$ cat config.mk
export PLATFORM = sky130hd
export DESIGN_NAME = pulse_swallow_div
export DESIGN_NICKNAME = d
export VERILOG_FILES = /design/src/rtl/psd_pkg.sv /design/src/rtl/psd_rst_sync.sv /design/src/rtl/psd_main_cnt.sv /design/src/rtl/psd_swallow_cnt.sv /design/src/rtl/psd_ctrl.sv /design/src/rtl/pulse_swallow_div.sv
export SDC_FILE = /design/constraint.sdc
export NUM_CORES = 1
export LEC_CHECK = 0
export CAP_MARGIN = 20
export CORE_ASPECT_RATIO = 0.8
export CORE_MARGIN = 4
export CORE_UTILIZATION = 52
export CTS_BUF_LIST = sky130_fd_sc_hd__clkbuf_8
export CTS_CLUSTER_DIAMETER = 40
export DETAILED_ROUTE_END_ITERATION = 6
export PLACE_DENSITY = 0.85
export SLEW_MARGIN = 40
export SYNTH_ARGS = -nofsm -noshare
export SYNTH_HDL_FRONTEND = slang
export SYNTH_SLANG_ARGS = --single-unit
$ cat constraint.sdc
create_clock -name clk_psc -period 1.87 [get_ports clk_psc]
set_input_delay 0.2805 -clock clk_psc [delete_from_list [all_inputs] [get_ports clk_psc]]
set_output_delay 0.2805 -clock clk_psc [all_outputs]
set_load 0.1 [all_outputs]
$ cat src/rtl/psd_pkg.sv
`timescale 1ns/1ps
package psd_pkg;
  typedef enum logic {
    PSD_ARM = 1'b0,
    PSD_RUN = 1'b1
  } psd_state_e;

  localparam int unsigned PSD_B_W_DEF = 11;
  localparam int unsigned PSD_A_W_DEF = 7;
endpackage

$ cat src/rtl/psd_rst_sync.sv
`timescale 1ns/1ps
module psd_rst_sync #(
  parameter int unsigned STAGES = 2
) (
  input  logic clk,
  input  logic rst_n_in,
  output logic rst_n_out
);
  logic [STAGES-1:0] sync_q;

  always_ff @(posedge clk or negedge rst_n_in) begin
    if (!rst_n_in) sync_q <= '0;
    else           sync_q <= {sync_q[STAGES-2:0], 1'b1};
  end

  assign rst_n_out = sync_q[STAGES-1];
endmodule

$ cat src/rtl/psd_main_cnt.sv
`timescale 1ns/1ps
module psd_main_cnt #(
  parameter int unsigned B_W = 11
) (
  input  logic           clk,
  input  logic           rst_n,
  input  logic           load,
  input  logic           step,
  input  logic [B_W-1:0] load_val,
  output logic           term
);
  logic [B_W-1:0] left_q, left_d;
  logic           cnt_en;

  always_comb begin
    left_d = left_q;
    if (load)      left_d = load_val;
    else if (step) left_d = left_q - B_W'(1);
  end

  assign cnt_en = load | step;

  always_ff @(posedge clk or negedge rst_n) begin
    if (!rst_n)      left_q <= '0;
    else if (cnt_en) left_q <= left_d;
  end

  assign term = (left_q == B_W'(1));
endmodule

$ cat src/rtl/psd_swallow_cnt.sv
`timescale 1ns/1ps
module psd_swallow_cnt #(
  parameter int unsigned A_W    = 7,
  parameter int unsigned A_USED = 7
) (
  input  logic           clk,
  input  logic           rst_n,
  input  logic           load,
  input  logic           step,
  input  logic [A_W-1:0] load_val,
  output logic           active
);
  logic [A_W-1:0] a_eff;
  logic [A_W-1:0] left_q, left_d;
  logic           cnt_en;

  generate
    if (A_USED < A_W) begin : g_mask
      assign a_eff = {{(A_W-A_USED){1'b0}}, load_val[A_USED-1:0]};
    end else begin : g_full
      assign a_eff = load_val;
    end
  endgenerate

  always_comb begin
    left_d = left_q;
    if (load)                         left_d = a_eff;
    else if (step && (left_q != '0))  left_d = left_q - A_W'(1);
  end

  assign cnt_en = load | step;

  always_ff @(posedge clk or negedge rst_n) begin
    if (!rst_n)      left_q <= '0;
    else if (cnt_en) left_q <= left_d;
  end

  assign active = (left_q != '0);
endmodule

$ cat src/rtl/psd_ctrl.sv
`timescale 1ns/1ps
module psd_ctrl
  import psd_pkg::*;
(
  input  logic clk,
  input  logic rst_n,
  input  logic hold,
  input  logic term,
  output logic load,
  output logic step,
  output logic run
);
  psd_state_e state_q, state_d;

  always_comb begin
    state_d = state_q;
    load    = 1'b0;
    step    = 1'b0;
    case (state_q)
      PSD_ARM: begin
        load = 1'b1;
        if (!hold) state_d = PSD_RUN;
      end
      PSD_RUN: begin
        if (hold) begin
          load    = 1'b1;
          state_d = PSD_ARM;
        end else if (term) begin
          load = 1'b1;
        end else begin
          step = 1'b1;
        end
      end
      default: state_d = PSD_ARM;
    endcase
  end

  always_ff @(posedge clk or negedge rst_n) begin
    if (!rst_n) state_q <= PSD_ARM;
    else        state_q <= state_d;
  end

  assign run = (state_q == PSD_RUN);
endmodule

$ cat src/rtl/pulse_swallow_div.sv
`timescale 1ns/1ps
module pulse_swallow_div
  import psd_pkg::*;
#(
  parameter int unsigned B_W    = PSD_B_W_DEF,
  parameter int unsigned A_W    = PSD_A_W_DEF,
  parameter int unsigned A_USED = PSD_A_W_DEF
) (
  input  logic           clk_psc,
  input  logic           rst_n,
  input  logic           pwr_down,
  input  logic           cnt_clear,
  input  logic [B_W-1:0] b_val,
  input  logic [A_W-1:0] a_val,
  input  logic           size_sel,
  output logic           mod_plus1,
  output logic           psc_wide,
  output logic           fb_pulse
);
  logic rst_n_s;
  logic hold;
  logic load, step, run;
  logic term, a_active;
  logic wide_q;

  psd_rst_sync #(.STAGES(2)) u_rst (
    .clk       (clk_psc),
    .rst_n_in  (rst_n),
    .rst_n_out (rst_n_s)
  );

  assign hold = pwr_down | cnt_clear;

  psd_ctrl u_ctrl (
    .clk   (clk_psc),
    .rst_n (rst_n_s),
    .hold  (hold),
    .term  (term),
    .load  (load),
    .step  (step),
    .run   (run)
  );

  psd_main_cnt #(.B_W(B_W)) u_main (
    .clk      (clk_psc),
    .rst_n    (rst_n_s),
    .load     (load),
    .step     (step),
    .load_val (b_val),
    .term     (term)
  );

  psd_swallow_cnt #(.A_W(A_W), .A_USED(A_USED)) u_swal (
    .clk      (clk_psc),
    .rst_n    (rst_n_s),
    .load     (load),
    .step     (step),
    .load_val (a_val),
    .active   (a_active)
  );

  always_ff @(posedge clk_psc or negedge rst_n_s) begin
    if (!rst_n_s)  wide_q <= 1'b0;
    else if (load) wide_q <= size_sel;
  end

  assign mod_plus1 = run & a_active;
  assign fb_pulse  = run & term;
  assign psc_wide  = wide_q;
endmodule

==> impl_metrics.ini <==
[timing]
rsz0062_at_grt = yes
finalWorstSetupSlack_ps = -291
skew_ps = 5.78
fmax_mhz = 463
setup_viol = 21
slew_headroom = 0.660
hold_viol = 0
tightestPinTransition_ps = 506
maxSlewViolCount = 0
layout_worst_path_cycle_share = 1.16
min_period_ps = 2160

[global_route]
antenna_found_initial = 0
track_usage = 0.232
gr-total-overflow = 0
use_met2 = 0.391
gr-max-usage-layer = met2
grt_pass1_vias = 1129
grt_max_degree = 21
met1_usage = 0.288
gr-usage-met3 = 0.0566
grt_pass1_wl_mm = 5.31

[power_and_ir_drop]
total_power_mw = 1.12
leakage_nw = 0.787
ir_drop_uv = 743
powerDensity_mw_per_mm2 = 594

[routing]
vias_per_cell = 5.89
wirelength_mm = 3.79
detail-route-antenna-nets = 0
wl_per_cell_um = 20.0
drt_iter0_drc = 85
dr_total_vias = 1114
first_pass_iters = 4
drc = 0

[critical_path]
cp_num_buf_inv = 3
critPathCaptureType = output pin
crit_type = reg2out
worst_ep_required_time_ps = 1590
worstPathCellList = inv_2 > ha_4 > or3b_4 > nor4_4 > buf_4 > nor2_4 > buf_12
startpoint = u_swal.left_q[0]$_DFFE_PN0P_
cp_slowest_cell = dfrtp_1
critPathMaxFanout = 2
cpPeakStageDelay_ps = 420
r2r_start = u_main.left_q[1]$_DFFE_PN0P_
worstSetupStartpointType = register
arrival_ps = 1880
path_delay_family = simple AND/OR/NAND/NOR gates

[placed_design]
port_buffers = 25
place_ws_ps = -33.8
dp_hpwl_mm = 2.00
place.gp.congestion = 0.839

[outcome]
violations = setup timing
outcome = complete, but fails checks

[finish]
nets = 192
drive_above_1_share = 0.482
diodes = 0
area_delta_synth_final_pct = 60.0

[clock_network]
ctsHoldBuffers = 0
clock_path_buffers = 2
cts_tree = done
clkSlewWorstSetupHoldPaths_ps = 70
clockRootBuffer = clkbuf_8
numCtsBuffers = 3
htreeDepth = 1
cts_sinks = 22
clock_latency_ps = 260

[synthesis]
yosys.area.top_type = dfrtp_1
synthCells = 115
syn_area_mm2 = 0.00118
synthTopCellsByArea = dfrtp_1 (47%), o21ai_2 (8.9%), nand2_1 (7.3%)
syn_avg_cell_area_um2 = 10.3
ys_ff_latch = 22
synth_fp_nets = 141
netlist.area_leader.share = 0.466
synth.distinct_cells = 29
yosysSeqAreaShare = 0.466
synth_warnings = 0

[worst_hold_path]
min_path_type = in2async

[die]
dieArea_mm2 = 0.00310
die_w_um = 61.3
core_area_mm2 = 0.00216
row_count = 15
initial_core_util = 0.547
io_pins = 26
die_h_um = 50.6

[job]
drv_cap = 0
==> metal layers <==
| layer | wire (um) | vias up |
|---|---|---|
| li1 | - | 497 |
| met1 | 1420 | 558 |
| met2 | 2040 | 45 |
| met3 | 211 | 14 |
| met4 | 113 | 0 |
| met5 | 0 | - |
==> cells in the final DEF, fill, tap and decap left out, types with 3 or more instances in the layout <==
cell type / count
clkbuf_8: 3
nand2_1: 5
nand2_2: 10
o31ai_2: 3
buf_12: 4
xor2_1: 4
inv_2: 3
o21ai_2: 13
buf_6: 3
nand2_4: 8
nor2_1: 6
buf_4: 18
xnor2_1: 8
nor3_1: 3
dfrtp_1: 22
clkdlybuf4s50_1: 22
==> state kept, by name, indices dropped and copies added (netlist names) <==
register       count
u_swal.left_q      7
u_main.left_q     11
psc_wide           1
u_ctrl.run         1
u_rst.sync_q       2
==> worst paths after layout <==
check,end,slack (ps),depth (start not counted)
max,mod_plus1,-290,7
min,u_rst.sync_q[0]$_DFF_PN0_,180,1
max reg2reg,u_swal.left_q[3]$_DFFE_PN0P_,-150,9
min reg2reg,u_swal.left_q[4]$_DFFE_PN0P_,230,1
max in group asynchronous,u_main.left_q[10]$_DFFE_PN0P_,1420,1
min in group clk_psc,u_rst.sync_q[1]$_DFF_PN0_,380,0
==> power breakdown <==
group | total, mW | internal [mW] | switching [mW]
Sequential | 0.541 | 0.507 | 0.0343
Clock | 0.299 | 0.144 | 0.154
Combinational | 0.282 | 0.142 | 0.140
Total | 1.12 | 0.793 | 0.329
==> per-stage QoR <==
stage               cells  hold slack, ps  utilization  area [um^2]  TNS (ps)
floorplan             115           -15.1            -         1230      -516
global placement      175             206        0.739         1590         0
detailed placement    175             233        0.739         1590     -78.2
CTS                   187             182        0.804         1740      -605
global route          189             189        0.875         1890     -4130
finish                189             184        0.875         1890     -2710
==> what timing repair did <==
action / CTS / global route
pin swaps: 3 / 21
setup buffers: 7 / 4
resized for setup: 12 / 40
setup endpoints to repair: 9 / 21
cloned: 2 / 0
==> cell usage after synthesis <==
cell type	n
inv_1	5
o31ai_1	4
nor4_1	3
nor3b_1	2
nand2_1	23
or3_1	1
nor2_1	7
mux2_2	1
or4_1	1
dfrtp_1	22
nor4_2	1
o311ai_0	1
xnor2_1	8
a31oi_1	1
or4_4	1
or4b_1	1
o31a_2	1
buf_6	3
o31ai_4	1
nand3_1	1
a21oi_1	1
or2_2	1
conb_1	1
nor3_1	3
xor2_1	4
or3b_1	1
o21ai_2	12
ha_1	3
o21ai_0	1
==> worst reg2reg max path, stage by stage (launching register included) <==
cell     delay (ps)
dfrtp_1         390
inv_2            80
ha_4            120
or4b_4          480
buf_6           150
o31ai_4         270
buf_6           190
buf_12          150
nand2_2          60
o31ai_2          50
==> final cells by class <==
class	count	area (um^2)
multi-input combinational	85	748
sequential	22	551
timing repair buffer	49	499
fill	97	269
clock buffer	3	41.3
tap	25	31.3
inverter	5	18.8
==> kinds of logic (layout without fill, tap and decap cells) <==
kind of cell / count (synthesis) / in the layout / synth area share
adder cells (fa/ha/maj): 3 / 3 / 0.0318
buffers and inverters: 8 / 57 / 0.0445
XOR/XNOR: 12 / 12 / 0.0890
AND/OR/NAND/NOR: 46 / 46 / 0.194
other: 1 / 1 / 0.00317
multiplexers: 1 / 1 / 0.00953
flip-flops: 22 / 22 / 0.466
AO/OA/AOI/OAI: 22 / 22 / 0.162
(Power assumes the default switching activity.)
